--- config.mk ---
export PLATFORM = sky130hd
export DESIGN_NAME = tmr_regfront
export DESIGN_NICKNAME = d
export VERILOG_FILES = /design/src/rtl/tmr_pkg.sv /design/src/rtl/tmr_cmd_decode.sv /design/src/rtl/tmr_chan_regs.sv /design/src/rtl/tmr_read_mux.sv /design/src/rtl/tmr_regfront.sv
export SDC_FILE = /design/constraint.sdc
export NUM_CORES = 1
export LEC_CHECK = 0
export BUFFER_PORTS_ARGS = -buffer_cell sky130_fd_sc_hd__buf_2
export CAP_MARGIN = 20
export CORE_UTILIZATION = 59
export DETAILED_ROUTE_END_ITERATION = 16
export GPL_TIMING_DRIVEN = 1
export PLACE_DENSITY = 0.85
export RECOVER_POWER = 100
export SYNTH_ARGS = -nofsm -noshare
export SYNTH_HDL_FRONTEND = slang
export SYNTH_SLANG_ARGS = --single-unit
--- constraint.sdc ---
create_clock -name clk -period 8.85 [get_ports clk]
set_input_delay 0.885 -clock clk [delete_from_list [all_inputs] [get_ports clk]]
set_output_delay 0.885 -clock clk [all_outputs]
set_load 0.1 [all_outputs]
--- src/rtl/tmr_pkg.sv ---
package tmr_pkg;

  // Access order field of a command word (bits 5:4)
  typedef enum logic [1:0] {
    ACC_LATCH = 2'd0,
    ACC_LO    = 2'd1,
    ACC_HI    = 2'd2,
    ACC_LOHI  = 2'd3
  } acc_e;

  // Which data byte a channel is waiting for
  typedef enum logic [1:0] {
    EXP_NONE = 2'd0,
    EXP_LO   = 2'd1,
    EXP_HI   = 2'd2
  } expect_e;

  // Command word, most significant field first
  typedef struct packed {
    logic [1:0] sel;
    acc_e       acc;
    logic [2:0] mode;
    logic       bcd;
  } cmd_t;

  localparam logic [1:0] SEL_READBACK = 2'd3;
  localparam logic [1:0] ADDR_CMD     = 2'd3;

endpackage

--- src/rtl/tmr_cmd_decode.sv ---
module tmr_cmd_decode
  import tmr_pkg::*;
#(
  parameter int NUM_CH = 3,
  parameter int DATA_W = 8
) (
  input  logic              bus_wr,
  input  logic              bus_rd,
  input  logic [1:0]        bus_addr,
  input  logic [DATA_W-1:0] bus_wdata,
  output cmd_t              cmd,
  output logic [NUM_CH-1:0] cmd_hit,
  output logic [NUM_CH-1:0] data_hit,
  output logic [NUM_CH-1:0] rd_hit,
  output logic              rb_err,
  output logic              bad_addr_wr
);

  logic cmd_wr;
  logic in_range;

  assign cmd          = cmd_t'(bus_wdata[7:0]);
  assign cmd_wr       = bus_wr && (bus_addr == ADDR_CMD);
  assign rb_err       = cmd_wr && (cmd.sel == SEL_READBACK);
  assign in_range     = (32'(bus_addr) < NUM_CH);
  assign bad_addr_wr  = bus_wr && (bus_addr != ADDR_CMD) && !in_range;

  for (genvar c = 0; c < NUM_CH; c++) begin : g_hit
    assign cmd_hit[c]  = cmd_wr && (cmd.sel == 2'(c));
    assign data_hit[c] = bus_wr && (bus_addr == 2'(c));
    assign rd_hit[c]   = bus_rd && (bus_addr == 2'(c));
  end

endmodule

--- src/rtl/tmr_chan_regs.sv ---
module tmr_chan_regs
  import tmr_pkg::*;
#(
  parameter int DATA_W = 8,
  localparam int CNT_W = 2 * DATA_W
) (
  input  logic              clk,
  input  logic              rst_n,
  input  logic              cmd_hit,
  input  cmd_t              cmd,
  input  logic              data_hit,
  input  logic [DATA_W-1:0] wdata,
  input  logic              rd_hit,
  input  logic [CNT_W-1:0]  live,
  output logic [2:0]        mode,
  output logic              bcd,
  output logic [CNT_W-1:0]  reload,
  output logic              load_stb,
  output logic [DATA_W-1:0] rd_byte,
  output logic              wr_err
);

  expect_e            exp_q,    exp_d;
  acc_e               acc_q,    acc_d;
  logic [2:0]         mode_q,   mode_d;
  logic               bcd_q,    bcd_d;
  logic [CNT_W-1:0]   reload_q, reload_d;
  logic               stb_q,    stb_d;
  logic               lat_q,    lat_d;
  logic [CNT_W-1:0]   hold_q,   hold_d;
  logic               rdhi_q,   rdhi_d;
  logic [CNT_W-1:0]   rd_src;

  // Next-state logic
  always_comb begin
    exp_d    = exp_q;
    acc_d    = acc_q;
    mode_d   = mode_q;
    bcd_d    = bcd_q;
    reload_d = reload_q;
    stb_d    = 1'b0;
    lat_d    = lat_q;
    hold_d   = hold_q;
    rdhi_d   = rdhi_q;

    if (cmd_hit) begin
      if (cmd.acc == ACC_LATCH) begin
        if (!lat_q) begin
          hold_d = live;
          lat_d  = 1'b1;
        end
      end else begin
        acc_d  = cmd.acc;
        mode_d = cmd.mode;
        bcd_d  = cmd.bcd;
        exp_d  = (cmd.acc == ACC_HI) ? EXP_HI : EXP_LO;
      end
    end

    if (data_hit) begin
      unique case (exp_q)
        EXP_LO: begin
          reload_d[DATA_W-1:0] = wdata;
          if (acc_q == ACC_LOHI) exp_d = EXP_HI;
          else                   stb_d = 1'b1;
        end
        EXP_HI: begin
          reload_d[CNT_W-1:DATA_W] = wdata;
          stb_d = 1'b1;
          if (acc_q == ACC_LOHI) exp_d = EXP_LO;
        end
        default: ;
      endcase
    end

    if (rd_hit) begin
      rdhi_d = !rdhi_q;
      if (rdhi_q && lat_q) lat_d = 1'b0;
    end
  end

  // State registers
  always_ff @(posedge clk or negedge rst_n) begin
    if (!rst_n) begin
      exp_q    <= EXP_NONE;
      acc_q    <= ACC_LATCH;
      mode_q   <= '0;
      bcd_q    <= 1'b0;
      reload_q <= '0;
      stb_q    <= 1'b0;
      lat_q    <= 1'b0;
      hold_q   <= '0;
      rdhi_q   <= 1'b0;
    end else begin
      exp_q    <= exp_d;
      acc_q    <= acc_d;
      mode_q   <= mode_d;
      bcd_q    <= bcd_d;
      reload_q <= reload_d;
      stb_q    <= stb_d;
      lat_q    <= lat_d;
      hold_q   <= hold_d;
      rdhi_q   <= rdhi_d;
    end
  end

  assign rd_src   = lat_q ? hold_q : live;
  assign rd_byte  = rdhi_q ? rd_src[CNT_W-1:DATA_W] : rd_src[DATA_W-1:0];
  assign wr_err   = data_hit && (exp_q == EXP_NONE);
  assign mode     = mode_q;
  assign bcd      = bcd_q;
  assign reload   = reload_q;
  assign load_stb = stb_q;

endmodule

--- src/rtl/tmr_read_mux.sv ---
module tmr_read_mux #(
  parameter int NUM_CH = 3,
  parameter int DATA_W = 8
) (
  input  logic [NUM_CH*DATA_W-1:0] ch_bytes,
  input  logic [1:0]               addr,
  output logic [DATA_W-1:0]        rd_byte
);

  always_comb begin
    rd_byte = '0;
    for (int c = 0; c < NUM_CH; c++) begin
      if (addr == 2'(c)) rd_byte = ch_bytes[c*DATA_W +: DATA_W];
    end
  end

endmodule

--- src/rtl/tmr_regfront.sv ---
module tmr_regfront
  import tmr_pkg::*;
#(
  parameter int NUM_CH = 3,
  parameter int DATA_W = 8,
  localparam int CNT_W = 2 * DATA_W
) (
  input  logic                     clk,
  input  logic                     rst_n,
  input  logic [1:0]               bus_addr,
  input  logic                     bus_wr,
  input  logic [DATA_W-1:0]        bus_wdata,
  input  logic                     bus_rd,
  output logic [DATA_W-1:0]        bus_rdata,
  input  logic [NUM_CH*CNT_W-1:0]  cnt_live,
  output logic [NUM_CH*3-1:0]      ch_mode,
  output logic [NUM_CH-1:0]        ch_bcd,
  output logic [NUM_CH*CNT_W-1:0]  ch_reload,
  output logic [NUM_CH-1:0]        ch_load_stb,
  output logic                     err_pulse
);

  // Reset: asserted asynchronously, released on the clock
  logic [1:0] rst_sync_q;
  logic       rst_int_n;

  always_ff @(posedge clk or negedge rst_n) begin
    if (!rst_n) rst_sync_q <= 2'b00;
    else        rst_sync_q <= {rst_sync_q[0], 1'b1};
  end
  assign rst_int_n = rst_sync_q[1];

  cmd_t                     cmd;
  logic [NUM_CH-1:0]        cmd_hit, data_hit, rd_hit, wr_err;
  logic                     rb_err, bad_addr_wr;
  logic [NUM_CH*DATA_W-1:0] ch_bytes;
  logic [DATA_W-1:0]        mux_byte;

  tmr_cmd_decode #(.NUM_CH(NUM_CH), .DATA_W(DATA_W)) u_dec (
    .bus_wr      (bus_wr),
    .bus_rd      (bus_rd),
    .bus_addr    (bus_addr),
    .bus_wdata   (bus_wdata),
    .cmd         (cmd),
    .cmd_hit     (cmd_hit),
    .data_hit    (data_hit),
    .rd_hit      (rd_hit),
    .rb_err      (rb_err),
    .bad_addr_wr (bad_addr_wr)
  );

  for (genvar c = 0; c < NUM_CH; c++) begin : g_ch
    tmr_chan_regs #(.DATA_W(DATA_W)) u_ch (
      .clk      (clk),
      .rst_n    (rst_int_n),
      .cmd_hit  (cmd_hit[c]),
      .cmd      (cmd),
      .data_hit (data_hit[c]),
      .wdata    (bus_wdata),
      .rd_hit   (rd_hit[c]),
      .live     (cnt_live[c*CNT_W +: CNT_W]),
      .mode     (ch_mode[c*3 +: 3]),
      .bcd      (ch_bcd[c]),
      .reload   (ch_reload[c*CNT_W +: CNT_W]),
      .load_stb (ch_load_stb[c]),
      .rd_byte  (ch_bytes[c*DATA_W +: DATA_W]),
      .wr_err   (wr_err[c])
    );
  end

  tmr_read_mux #(.NUM_CH(NUM_CH), .DATA_W(DATA_W)) u_rmux (
    .ch_bytes (ch_bytes),
    .addr     (bus_addr),
    .rd_byte  (mux_byte)
  );

  // Read data and error pulse registers
  logic [DATA_W-1:0] rdata_d, rdata_q;
  logic              err_d,   err_q;

  always_comb begin
    rdata_d = rdata_q;
    if (bus_rd) rdata_d = (bus_addr == ADDR_CMD) ? '0 : mux_byte;
    err_d = rb_err || bad_addr_wr || (|wr_err);
  end

  always_ff @(posedge clk or negedge rst_int_n) begin
    if (!rst_int_n) begin
      rdata_q <= '0;
      err_q   <= 1'b0;
    end else begin
      rdata_q <= rdata_d;
      err_q   <= err_d;
    end
  end

  assign bus_rdata = rdata_q;
  assign err_pulse = err_q;

endmodule

[Word level (Yosys, flattened, before mapping)]
Index checks and enable logic that the tools add are counted.
Storage, ports and cells
  bits in registers: 140
  input port bits: 62
  output and inout port bits: 72
  word-level logic and storage cells: 146
Cells by class
  order comparisons: 1
  equal/unequal tests: 17
  muxes and demuxes: 50
  bitwise logic cells: 1
  reduce and logical (&&, ||, !) cells: 44
Operators by type and width (count)
  $mux 8: 7
  $mux 16: 3
  $mux 2: 16
  $reduce_and 2->1: 12
  $eq 2x2->1 const B: 11
  $logic_and 1x1->1: 19
  $mux 1: 18
  $logic_not 2->1: 6
  $pmux 2 s2: 3
  $eq 2x1->1 const B: 5
  $pmux 1 s2: 3
  $logic_not 1->1: 4
  $reduce_or 3->1: 1
  $logic_or 1x1->1: 2
  $lt 2x2->1 const B: 1
  $ne 2x2->1 const B: 1
  $not 1->1: 1

[Logic depth before layout (Yosys ltp)]
Gate-level depths: netlist of the first run.
  word-level depth: 7
  depth in mapped cells: 7
  depth with buffers taken out: 5

[By module]
Synthesis of the first run repeated with hierarchy kept, for this count alone.
Second synthesis, totals
  cell total of the unflattened synthesis: 446
  area, all modules: 6582.6 um^2
By module, submodules not included
  tmr_chan_regs: times used 3, cells an instance 119, area each 1909.3 um^2, seq. area each 1076.0 um^2
  tmr_regfront: times used 1, cells an instance 43, area each 496.7 um^2, seq. area each 275.3 um^2
  tmr_read_mux: times used 1, cells an instance 20, area each 197.7 um^2, seq. area each 0.0 um^2
  tmr_cmd_decode: times used 1, cells an instance 26, area each 160.2 um^2, seq. area each 0.0 um^2

[Least setup slack after synthesis of the first run]
OpenSTA, ideal clock, no wires.
  path type: input -> register
  start: in bus_addr[0]
  end: reg g_ch[2].u_ch.hold_q[10]
  library setup time: 0.125 ns
  arrival: 2.190 ns
  required time: 8.725 ns
  setup slack: 6.535 ns
  stages: 7
  buffers on the path: 3
  cell sequence: buf_6 -> and3_4 -> nand2_2 -> or4_4 -> buf_6 -> buf_12 -> mux2_4
On the way
  word-level cells in the longest chain between the ends: 4
Ends and longest elaborated chain
  start, declared: line tmr_regfront.sv:10  | input logic [1:0] bus_addr,
  $eq 2x2->1: line tmr_cmd_decode.sv:23  | assign cmd_wr = bus_wr && (bus_addr == ADDR_CMD);
  $logic_and 1x1->1: line tmr_cmd_decode.sv:23
  $logic_and 1x1->1: line tmr_cmd_decode.sv:29  | assign cmd_hit[c] = cmd_wr && (cmd.sel == 2'(c));
  $reduce_and 2->1 (no line)
  end signal, assigned: line tmr_chan_regs.sv:102  | hold_q <= hold_d;
  end, declared: line tmr_chan_regs.sv:30  | logic [CNT_W-1:0] hold_q, hold_d;
Every way passes these cells.
A chain may end at the register's enable or synchronous reset.

[Worst setup path after layout of the first run]
  start: in bus_addr[0]
  end: reg g_ch[0].u_ch.hold_q[0]
On the way
  word-level cells in the longest chain between the ends: 4
Ends and longest elaborated chain (line)
  $eq 2x2->1: tmr_cmd_decode.sv:23
  $logic_and 1x1->1: tmr_cmd_decode.sv:23
  $logic_and 1x1->1: tmr_cmd_decode.sv:29
  $reduce_and 2->1 (no line)
  end signal, assigned: tmr_chan_regs.sv:102
  end, declared: tmr_chan_regs.sv:30
Every way passes these cells.

==> results of run 1 <==
[sequential cells by signal, summed over array words and instances, names as in the netlist]
signal	count
rst_sync_q	2
bus_rdata	8
err_pulse	1
g_ch.u_ch.exp_q	6
g_ch.u_ch.mode	9
g_ch.u_ch.acc_q	6
g_ch.u_ch.rdhi_q	3
g_ch.u_ch.hold_q	48
g_ch.u_ch.load_stb	3
g_ch.u_ch.reload	48
g_ch.u_ch.bcd	3
g_ch.u_ch.lat_q	3
[layout by cell type (no fill, tap or decap), types with 8 or more instances in the layout]
| master | n |
|---|---|
| nand2_1 | 34 |
| inv_1 | 10 |
| mux2_2 | 92 |
| buf_2 | 59 |
| mux2i_1 | 19 |
| a21oi_1 | 13 |
| dfrtp_1 | 140 |
| mux4_2 | 14 |
| ha_1 | 9 |
| clkbuf_1 | 75 |
| o21ai_0 | 8 |
| nor2_1 | 9 |
| mux2_1 | 21 |
| nand3_1 | 10 |
| clkbuf_16 | 16 |
[cell families (layout without fill, tap and decap cells)]
family / Yosys count / in the layout / synth area share
muxes: 146 / 146 / 0.280
DFF: 140 / 140 / 0.541
and+or+nand+nor: 82 / 82 / 0.0703
AOI/OAI and AO/OA: 50 / 50 / 0.0514
buffers and inverters: 40 / 176 / 0.0359
adders and majority gates: 9 / 9 / 0.0174
xor gates and xnor gates: 3 / 3 / 0.00406
other: 1 / 1 / 0.000579
[metal layers]
metal	global-route usage	up-vias	part of all wire
met3	0.0960	44	0.075
met5	0	-	0
met2	0.466	214	0.50
li1	-	1953	-
met1	0.371	2240	0.40
met4	0.110	0	0.025
[worst max-delay path, delay by kind of cell]
kind / cells / cell delay, ns
buffers and inverters: 1 / 0.33
and+or+nand+nor: 3 / 2.91
muxes: 1 / 0.49
[worst paths after layout]
kind	startpoint	end	slack, ns	cells after the start
worst max-delay path	bus_addr[0]	g_ch[0].u_ch.hold_q[0]	4.64	5
worst min-delay path	rst_n	rst_sync_q[0]	0.14	1
worst max register to register	g_ch[0].u_ch.lat_q	g_ch[0].u_ch.hold_q[0]	5.05	2
worst min register to register	rst_sync_q[0]	rst_sync_q[1]	0.35	0
max in group asynchronous	rst_sync_q[1]	g_ch[0].u_ch.hold_q[8]	5.85	1
min in group clk	rst_sync_q[0]	rst_sync_q[1]	0.35	0
[area by class of cell]
cell class / count / area share
sequential: 140 / 0.460
multi-input combinational: 291 / 0.352
timing repair buffer: 134 / 0.0763
clock buffer: 19 / 0.0567
clock inverter: 13 / 0.0281
tap: 136 / 0.0224
inverter: 10 / 0.00493
[stage by stage]
| step | worst slack (ns) | cells | cell area, µm² |
|---|---|---|---|
| after global placement | 5.97 | 711 | 7130 |
| final | 4.64 | 743 | 7610 |
| after detailed placement | 5.89 | 711 | 7130 |
| after CTS | 6.42 | 743 | 7780 |
| after global routing | 4.42 | 743 | 7610 |
| after floorplan | 4.66 | 471 | 6480 |
==> impl_results.md, run 1 <==
- Status: complete, but fails checks
- Failing checks: max-capacitance violations, max-slew violations
- Vias in the first global route: 4647
- Maximum buffer depth of the clock tree: 2
- Register Area: 3500 µm²
- Hold Buf Count CTS: 0
- Final Skew: about 0.0093 ns
- Crit path time final: roughly 4.2 ns
- Fin. max-slew vios: 81
- Post-synth top cells: 140 x dfrtp_1, 95 x mux2_2, 34 x nand2_1
- Critical path's slowest cell: nor4_1
- Synthesized area per cell: 13.8 µm²
- Worst Path Arrival: 4.62 ns
- Max H-tree Level: 4
- Worst Tran Pin Value: 3.20 ns
- WL per Instance: 20.7 µm
- I/O Buffers: 133
- Count of different cell masters after synthesis: 54
- Synth top area share: 0.541
- Overall Global Routing Usage: 0.291
- Synth Flop Type: dfrtp_1
- Drt first pass iters: 6
- Post-route core utilization: 0.728
- Finish-stage setup viols: 0
- CTS resizes: 0
- Placeable Area: 10500 µm²
- Area of the multi-input gates: 2680 µm²
- # fillers: approximately 740
- Synth top area cells: dfrtp_1 54%, mux2_2 17%, mux4_2 4.9%, mux2i_1 2.9%, mux2_4 2.1%
- Max_slew headroom: -1.15
- Rows: 37
- Pin count of the biggest net entering global routing: 78
- CTS root buf: clkbuf_8
- Tcrit/Tclk final: 0.476
- Max cap viols: 2
- #FFs+latches synth: between 100 and 150
- Yosys warnings: 0
- Setup TNS: 0 ns
- Initial Util: 0.619
- Total number of vias: between 4000 and 5000
- Gr ovfl total: 0
- Die H: between 100 and 150 µm
- Critical path class: input port to register
- Synth Instances: 471
- Synth async-reset ratio: 1.00
- Die width: 107 µm
- IO Pins: 134
- TritonCTS clock tree: done
- EDFF count, synth: 0
- N_diodes: 0
- Fin nets: 665
- Area leader, netlist: dfrtp_1
- Clk slew on worst S/H paths: 0.06 ns
- CP max stage delay: 2.39 ns
- GPL Wtd Cong: 0.805
- First-pass GRT wire length: about 25000 µm
- ANT nets after route: 0
- Worst path required time: 9.26 ns
- Initial antenna violation count: 0
- Crit end category: register
- Layout cells sized above 1: 0.338
- Clk_lat worst skew: 0.53 ns
- 1st-iter DRT viols: 278
- Residual DRC: 0
- Hold WS: 0.137 ns
- Die area: 11400 µm²
- TritonCTS Buffers: 17
- Crit path launch type: input port
- RSZ-0062 raised after global routing: false
- Count leader, synth: dfrtp_1
- Final hold viol count: 0
- Max Fclk: 237 MHz
- Area delta synth->final: 17.5%
- Clock sinks: 140
- Via density: 5.99
- Synthesized Nets: ~540
- WL final: 15400 µm
- Mapped cell area: 6480 µm²
- Largest fanout on the critical path: 17
- Post-CTS setup buffers: 0
- Worst-path cell chain: clkbuf_1 -> and4b_1 -> nand2b_2 -> nor4_1 -> mux2_2
- Hold Crit Class: input port to async pin
- HPWL Detailed: 10600 µm
- Sequential share of the synthesized area: 0.541
Power of run 1 is left out: the tool's default activity adds up to more than one toggle a clock period on the data nets, which glitch-free logic cannot reach.
==> run 2: changes to the inputs <==
Settings changed: CORE_UTILIZATION 59 to 55, PLACE_DENSITY 0.85 to 0.8.
Clock period 8.85 ns to 4 ns, I/O delays scaled along.
==> run 2 against run 1 <==
  * The flow still finishes with violations (max-capacitance violations, max-slew violations)
  * Critical path depth unchanged
  * Critical path type unchanged
  * Sequential share of layout area up 0.15 points
  * Cell count up 1.1%
  * Clock skew down 0.0039 ns
==> impl_results.md, run 2 (same netlist as run 1, synthesis figures left out) <==
- Clk slew on worst S/H paths: 0.06 ns (about the same)
- Largest fanout on the critical path: 17 (unchanged)
- RR Startpoint: g_ch[0].u_ch.lat_q
- Total number of vias: 4341 (-2.5%)
- Placeable Area: 11500 µm² (+9.6%)
- Area delta synth->final: 17.1%
- Residual DRC: 0 (unchanged)
- Post-CTS setup buffers: 0 (unchanged)
- Layout cells sized above 1: 0.345 (+0.00767)
- Tcrit/Tclk final: 0.689
- Hold Startpoint: cnt_live[40]
- Worst Tran Pin Value: 2.59 ns (-0.604 ns)
- WL final: 14700 µm (-4.7%)
- Initial Util: 0.565 (-0.0543)
- Finish-stage setup viols: 0 (unchanged)
- IO Pins: 134 (unchanged)
- CTS resizes: 0 (unchanged)
- Crit path depth: 5 (unchanged)
- Final Skew: 0.00539 ns (-0.00394 ns)
- First-pass GRT wire length: 24200 µm (-2.0%)
- CP top delay family: simple AND/OR/NAND/NOR gates
- Pin count of the biggest net entering global routing: 75 (-3.8%)
- 1st-iter DRT viols: 239 (-14%)
- Worst Path Buf+Inv: 1 (unchanged)
- Max H-tree Level: 4 (unchanged)
- Die width: 111 µm (+3.5%)
- Fin. max-slew vios: 83 (+2.5%)
- Via density: 5.78 (-3.5%)
- Worst path required time: 4.30 ns (-4.96 ns)
- Vias in the first global route: 4653 (+0.13%)
- R2R setup slack: 1.28 ns (-3.77 ns)
- WL per Instance: 19.5 µm (-5.7%)
- Crit end category: register
- Hold Path Stages: 2
- Crit path launch type: input port
- FF-to-FF End: g_ch[0].u_ch.hold_q[2]
- I/O Buffers: 133 (unchanged)
- Die area: 12200 µm² (+7.1%)
- Crit path time final: 2.75 ns
- Most frequent cells in the layout: 140 x dfrtp_1, 95 x mux2_2, 74 x clkbuf_1
- Setup TNS: 0 ns (unchanged)
- Maximum buffer depth of the clock tree: 2 (unchanged)
- Initial antenna violation count: 1 (+1)
- GPL Wtd Cong: 0.831 (+3.3%)
- Hold Crit Class: input port to register
- Die H: 111 µm (+3.5%)
- Clock sinks: 140 (unchanged)
- RSZ-0062 raised after global routing: false
- Max cap viols: 2 (unchanged)
- TritonCTS clock tree: done
- Critical path's slowest cell: nor4_2
- Worst Hold End: g_ch[2].u_ch.hold_q[8]
- Fin nets: 666 (+0.15%)
- Status: complete, but fails checks
- CTS root buf: clkbuf_16
- Max_slew headroom: -0.730 (+0.422)
- HPWL Detailed: 10300 µm (-2.4%)
- Worst Path Arrival: 3.06 ns (-1.56 ns)
- Worst-path cell chain: clkbuf_1 -> and4b_1 -> nand2b_2 -> nor4_2 -> mux2_2
- Drt first pass iters: 4 (-2)
- Overall Global Routing Usage: 0.257 (-0.0345)
- Critical path class: input port to register
- Hold Buf Count CTS: 1 (+1)
- CP max stage delay: 1.33 ns (-1.06 ns)
- Most common cell after layout, fill and taps aside: dfrtp_1
- Max Fclk: ~360 MHz
- Failing checks: max-capacitance violations, max-slew violations
- Rows: 39 (+5.4%)
- Clk_lat worst skew: 0.42 ns (-0.11 ns)
- N_diodes: 0 (unchanged)
- TritonCTS Buffers: 17 (unchanged)
- FF-to-FF path depth: 2 (unchanged)
- ANT nets after route: 0 (unchanged)
- Final hold viol count: 0 (unchanged)
- Gr ovfl total: 0 (unchanged)
-- run 2: cell count changes in the layout (fill, tap and decap cells not counted), sizes merged --
| cell | delta |
|---|---|
| bufinv | -4 |
| inv | +3 |
| clkinv | +1 |
| dlygate4sd3 | +1 |
-- run 2: per-stage QoR --
step                      hold WS (ns)  utilization  instance area (µm²)  setup slack [ns]  cells
after global placement           0.188        0.624                 7150              1.60    718
after CTS                        0.208        0.676                 7750              1.80    751
final                            0.212        0.662                 7590              1.25    751
after detailed placement         0.189        0.624                 7150              1.51    718
after global routing             0.207        0.662                 7590             0.857    751
after floorplan                  0.104            -                 6480              1.67    471
-- run 2: area by class of cell --
type                       instances  area [µm²]
fill                             841        3880
sequential                       140        3500
multi-input combinational        291        2680
timing repair buffer             135         603
clock buffer                      19         453
tap                              143         179
clock inverter                    13         131
inverter                          10        37.5
-- run 2: per-layer routing --
layer | vias to the layer above | global-route usage | wire length, µm
met5 | - | 0 | 0
met4 | 0 | 0.108 | 401
met3 | 35 | 0.0785 | 814
met2 | 134 | 0.419 | 7380
met1 | 2224 | 0.318 | 6060
li1 | 1948 | - | -
-- run 2: worst register-to-register path, delay by kind of cell, from the launching register on --
| kind | cells | cell delay [ns] |
|---|---|---|
| flops | 1 | 0.64 |
| simple gates | 1 | 1.51 |
| mux | 1 | 0.45 |
-- run 2: worst max-delay path by stage --
stage                       start                     end  slack, ns
2_1_floorplan       rst_sync_q[1]            bus_rdata[0]       1.67
5_1_grt             rst_sync_q[1]   g_ch[2].u_ch.exp_q[1]       0.86
3_3_place_gp         bus_wdata[7]  g_ch[0].u_ch.hold_q[5]       1.60
6_report              bus_addr[0]  g_ch[0].u_ch.hold_q[2]       1.25
4_1_cts        g_ch[0].u_ch.lat_q  g_ch[0].u_ch.hold_q[2]       1.80
3_5_place_dp         bus_wdata[7]  g_ch[0].u_ch.hold_q[2]       1.51
Power of run 2 is left out for the same reason.
==> run 3: changes to the inputs <==
Clock period 4 ns to 2.9 ns, I/O delays scaled along.
==> run 3 against run 2 <==
  * Critical path depth down 2
  * Sequential cell count unchanged
  * Non-clock buffer count up 2
  * Register-to-register slack worse by 0.66 ns
  * Die area unchanged
  * Clock-buffer cell count down 1
  * Largest cell class unchanged
  * Clock skew up 0.0023 ns
  * Core utilization up 0.50 points
  * The run still ends with max-capacitance violations, max-slew violations left
  * First-iteration DRC count up 42%
  * Cell count up 0.27%
  * Sequential share of layout area down 0.35 points
  * Via count up 0.83%
==> impl_results.md, run 3 (same netlist as run 1, synthesis figures left out) <==
- Rows: 39 (unchanged)
- Hold Startpoint: cnt_live[41]
- Die area: 12200 µm² (unchanged)
- Die H: 111 µm (unchanged)
- Crit end category: register
- Fin. max-slew vios: 45 (-46%)
- Via density: 5.81 (+0.56%)
- Initial Util: 0.565 (unchanged)
- Max_slew headroom: -0.169 (+0.561)
- Clk slew on worst S/H paths: 0.06 ns (about the same)
- HPWL Detailed: 10500 µm (+1.6%)
- Worst Path Arrival: 2.59 ns (-0.47 ns)
- Tcrit/Tclk final: 0.785
- WL per Instance: 19.4 µm (-0.63%)
- Pin count of the biggest net entering global routing: 69 (-8.0%)
- RR Startpoint: g_ch[0].u_ch.lat_q
- First-pass GRT wire length: 24100 µm (about the same)
- ANT nets after route: 0 (unchanged)
- Worst path required time: 3.21 ns (-1.09 ns)
- Register Area: 3500 µm² (unchanged)
- Hold Crit Class: input port to register
- Max H-tree Level: 4 (unchanged)
- Crit. Startpoint: g_ch[0].u_ch.lat_q
- Clock sinks: 140 (unchanged)
- CTS root buf: clkbuf_16
- Area delta synth->final: 18.0%
- Crit path launch type: register
- Most common cell after layout, fill and taps aside: dfrtp_1
- I/O Buffers: 133 (unchanged)
- Final hold viol count: 0 (unchanged)
- Clk_lat worst skew: 0.43 ns (about the same)
- Most frequent cells in the layout: 140 x dfrtp_1, 95 x mux2_2, 76 x clkbuf_1
- Drt first pass iters: 4 (unchanged)
- Max cap viols: 1 (-1)
- Placeable Area: 11500 µm² (unchanged)
- TritonCTS Buffers: 17 (unchanged)
- Maximum buffer depth of the clock tree: 2 (unchanged)
- Gr ovfl total: 0 (unchanged)
- Critical path class: register to register
- GPL Wtd Cong: 0.838 (+0.83%)
- Status: complete, but fails checks
- Total number of vias: 4377 (+0.83%)
- RSZ-0062 raised after global routing: false
- Die width: 111 µm (unchanged)
- Finish-stage setup viols: 0 (unchanged)
- Max Fclk: 439 MHz
- N_diodes: 0 (unchanged)
- Final Skew: 0.00768 ns (+0.00229 ns)
- Overall Global Routing Usage: 0.257 (+0.000332)
- Residual DRC: 0 (unchanged)
- CTS resizes: 0 (unchanged)
- Largest fanout on the critical path: 17 (unchanged)
- IO Pins: 134 (unchanged)
- Crit path time final: 2.28 ns
- Failing checks: max-capacitance violations, max-slew violations
- Worst Tran Pin Value: 1.75 ns (-0.841 ns)
- Initial antenna violation count: 2 (+1)
- Fin nets: 668 (+0.30%)
- WL final: 14600 µm (-0.36%)
- Area of the multi-input gates: 2690 µm² (+0.42%)
- # fillers: 830 (-1.3%)
- Setup TNS: 0 ns (unchanged)
- Vias in the first global route: 4637 (-0.34%)
- TritonCTS clock tree: done
- Layout cells sized above 1: 0.346 (+0.000507)
- 1st-iter DRT viols: 339 (+42%)
[run 3: cell count changes in the layout (fill, tap and decap cells not counted), sizes merged]
cell,previous run,this run
bufinv,1,3
clkbuf,93,94
clkinv,5,4
clkinvlp,2,1
inv,15,16
[run 3: path summary, 6_finish.rpt]
path	to	slack [ns]	depth (start not counted)
max	g_ch[0].u_ch.hold_q[2]	0.62	3
min	g_ch[2].u_ch.hold_q[9]	0.09	2
max reg2reg	g_ch[0].u_ch.hold_q[2]	0.62	3
min reg2reg	rst_sync_q[1]	0.36	0
max in group asynchronous	g_ch[0].u_ch.reload[13]	0.98	1
min in group asynchronous	rst_sync_q[0]	0.19	2
[run 3: metrics by stage]
step / worst slack [ns] / hold slack, ns / util / std cells / instance area (µm²)
floorplan: 0.574 / -0.00559 / - / 471 / 6480
global placement: 0.989 / 0.0762 / 0.625 / 720 / 7170
detailed placement: 0.936 / 0.0785 / 0.625 / 720 / 7170
CTS: 0.960 / 0.0864 / 0.680 / 753 / 7800
global route: 0.473 / 0.0838 / 0.667 / 753 / 7650
finish: 0.625 / 0.0944 / 0.667 / 753 / 7650
[run 3: metal layers]
metal	track usage	part of all wire	vias up
met1	0.320	0.41	2247
li1	-	-	1958
met4	0.0969	0.021	2
met5	0	0.00082	-
met3	0.0845	0.063	28
met2	0.419	0.51	142
[run 3: cell type report]
type | instances | area share
sequential | 140 | 0.458
multi-input combinational | 291 | 0.352
timing repair buffer | 137 | 0.0802
clock buffer | 18 | 0.0574
clock inverter | 14 | 0.0237
tap | 143 | 0.0234
inverter | 10 | 0.00491
[run 3: worst max-delay path: stages (launching register included)]
cell and delay, ns:
dfrtp_1 0.67, nor4_4 0.31, clkbuf_1 0.75, mux2_2 0.42
[run 3: timing repair]
action                     4_1_cts  5_1_grt
setup buffers                    0        0
setup endpoints to repair        0        0
hold buffers                     1        0
hold endpoints to repair         2        0
Power of run 3 is left out for the same reason.
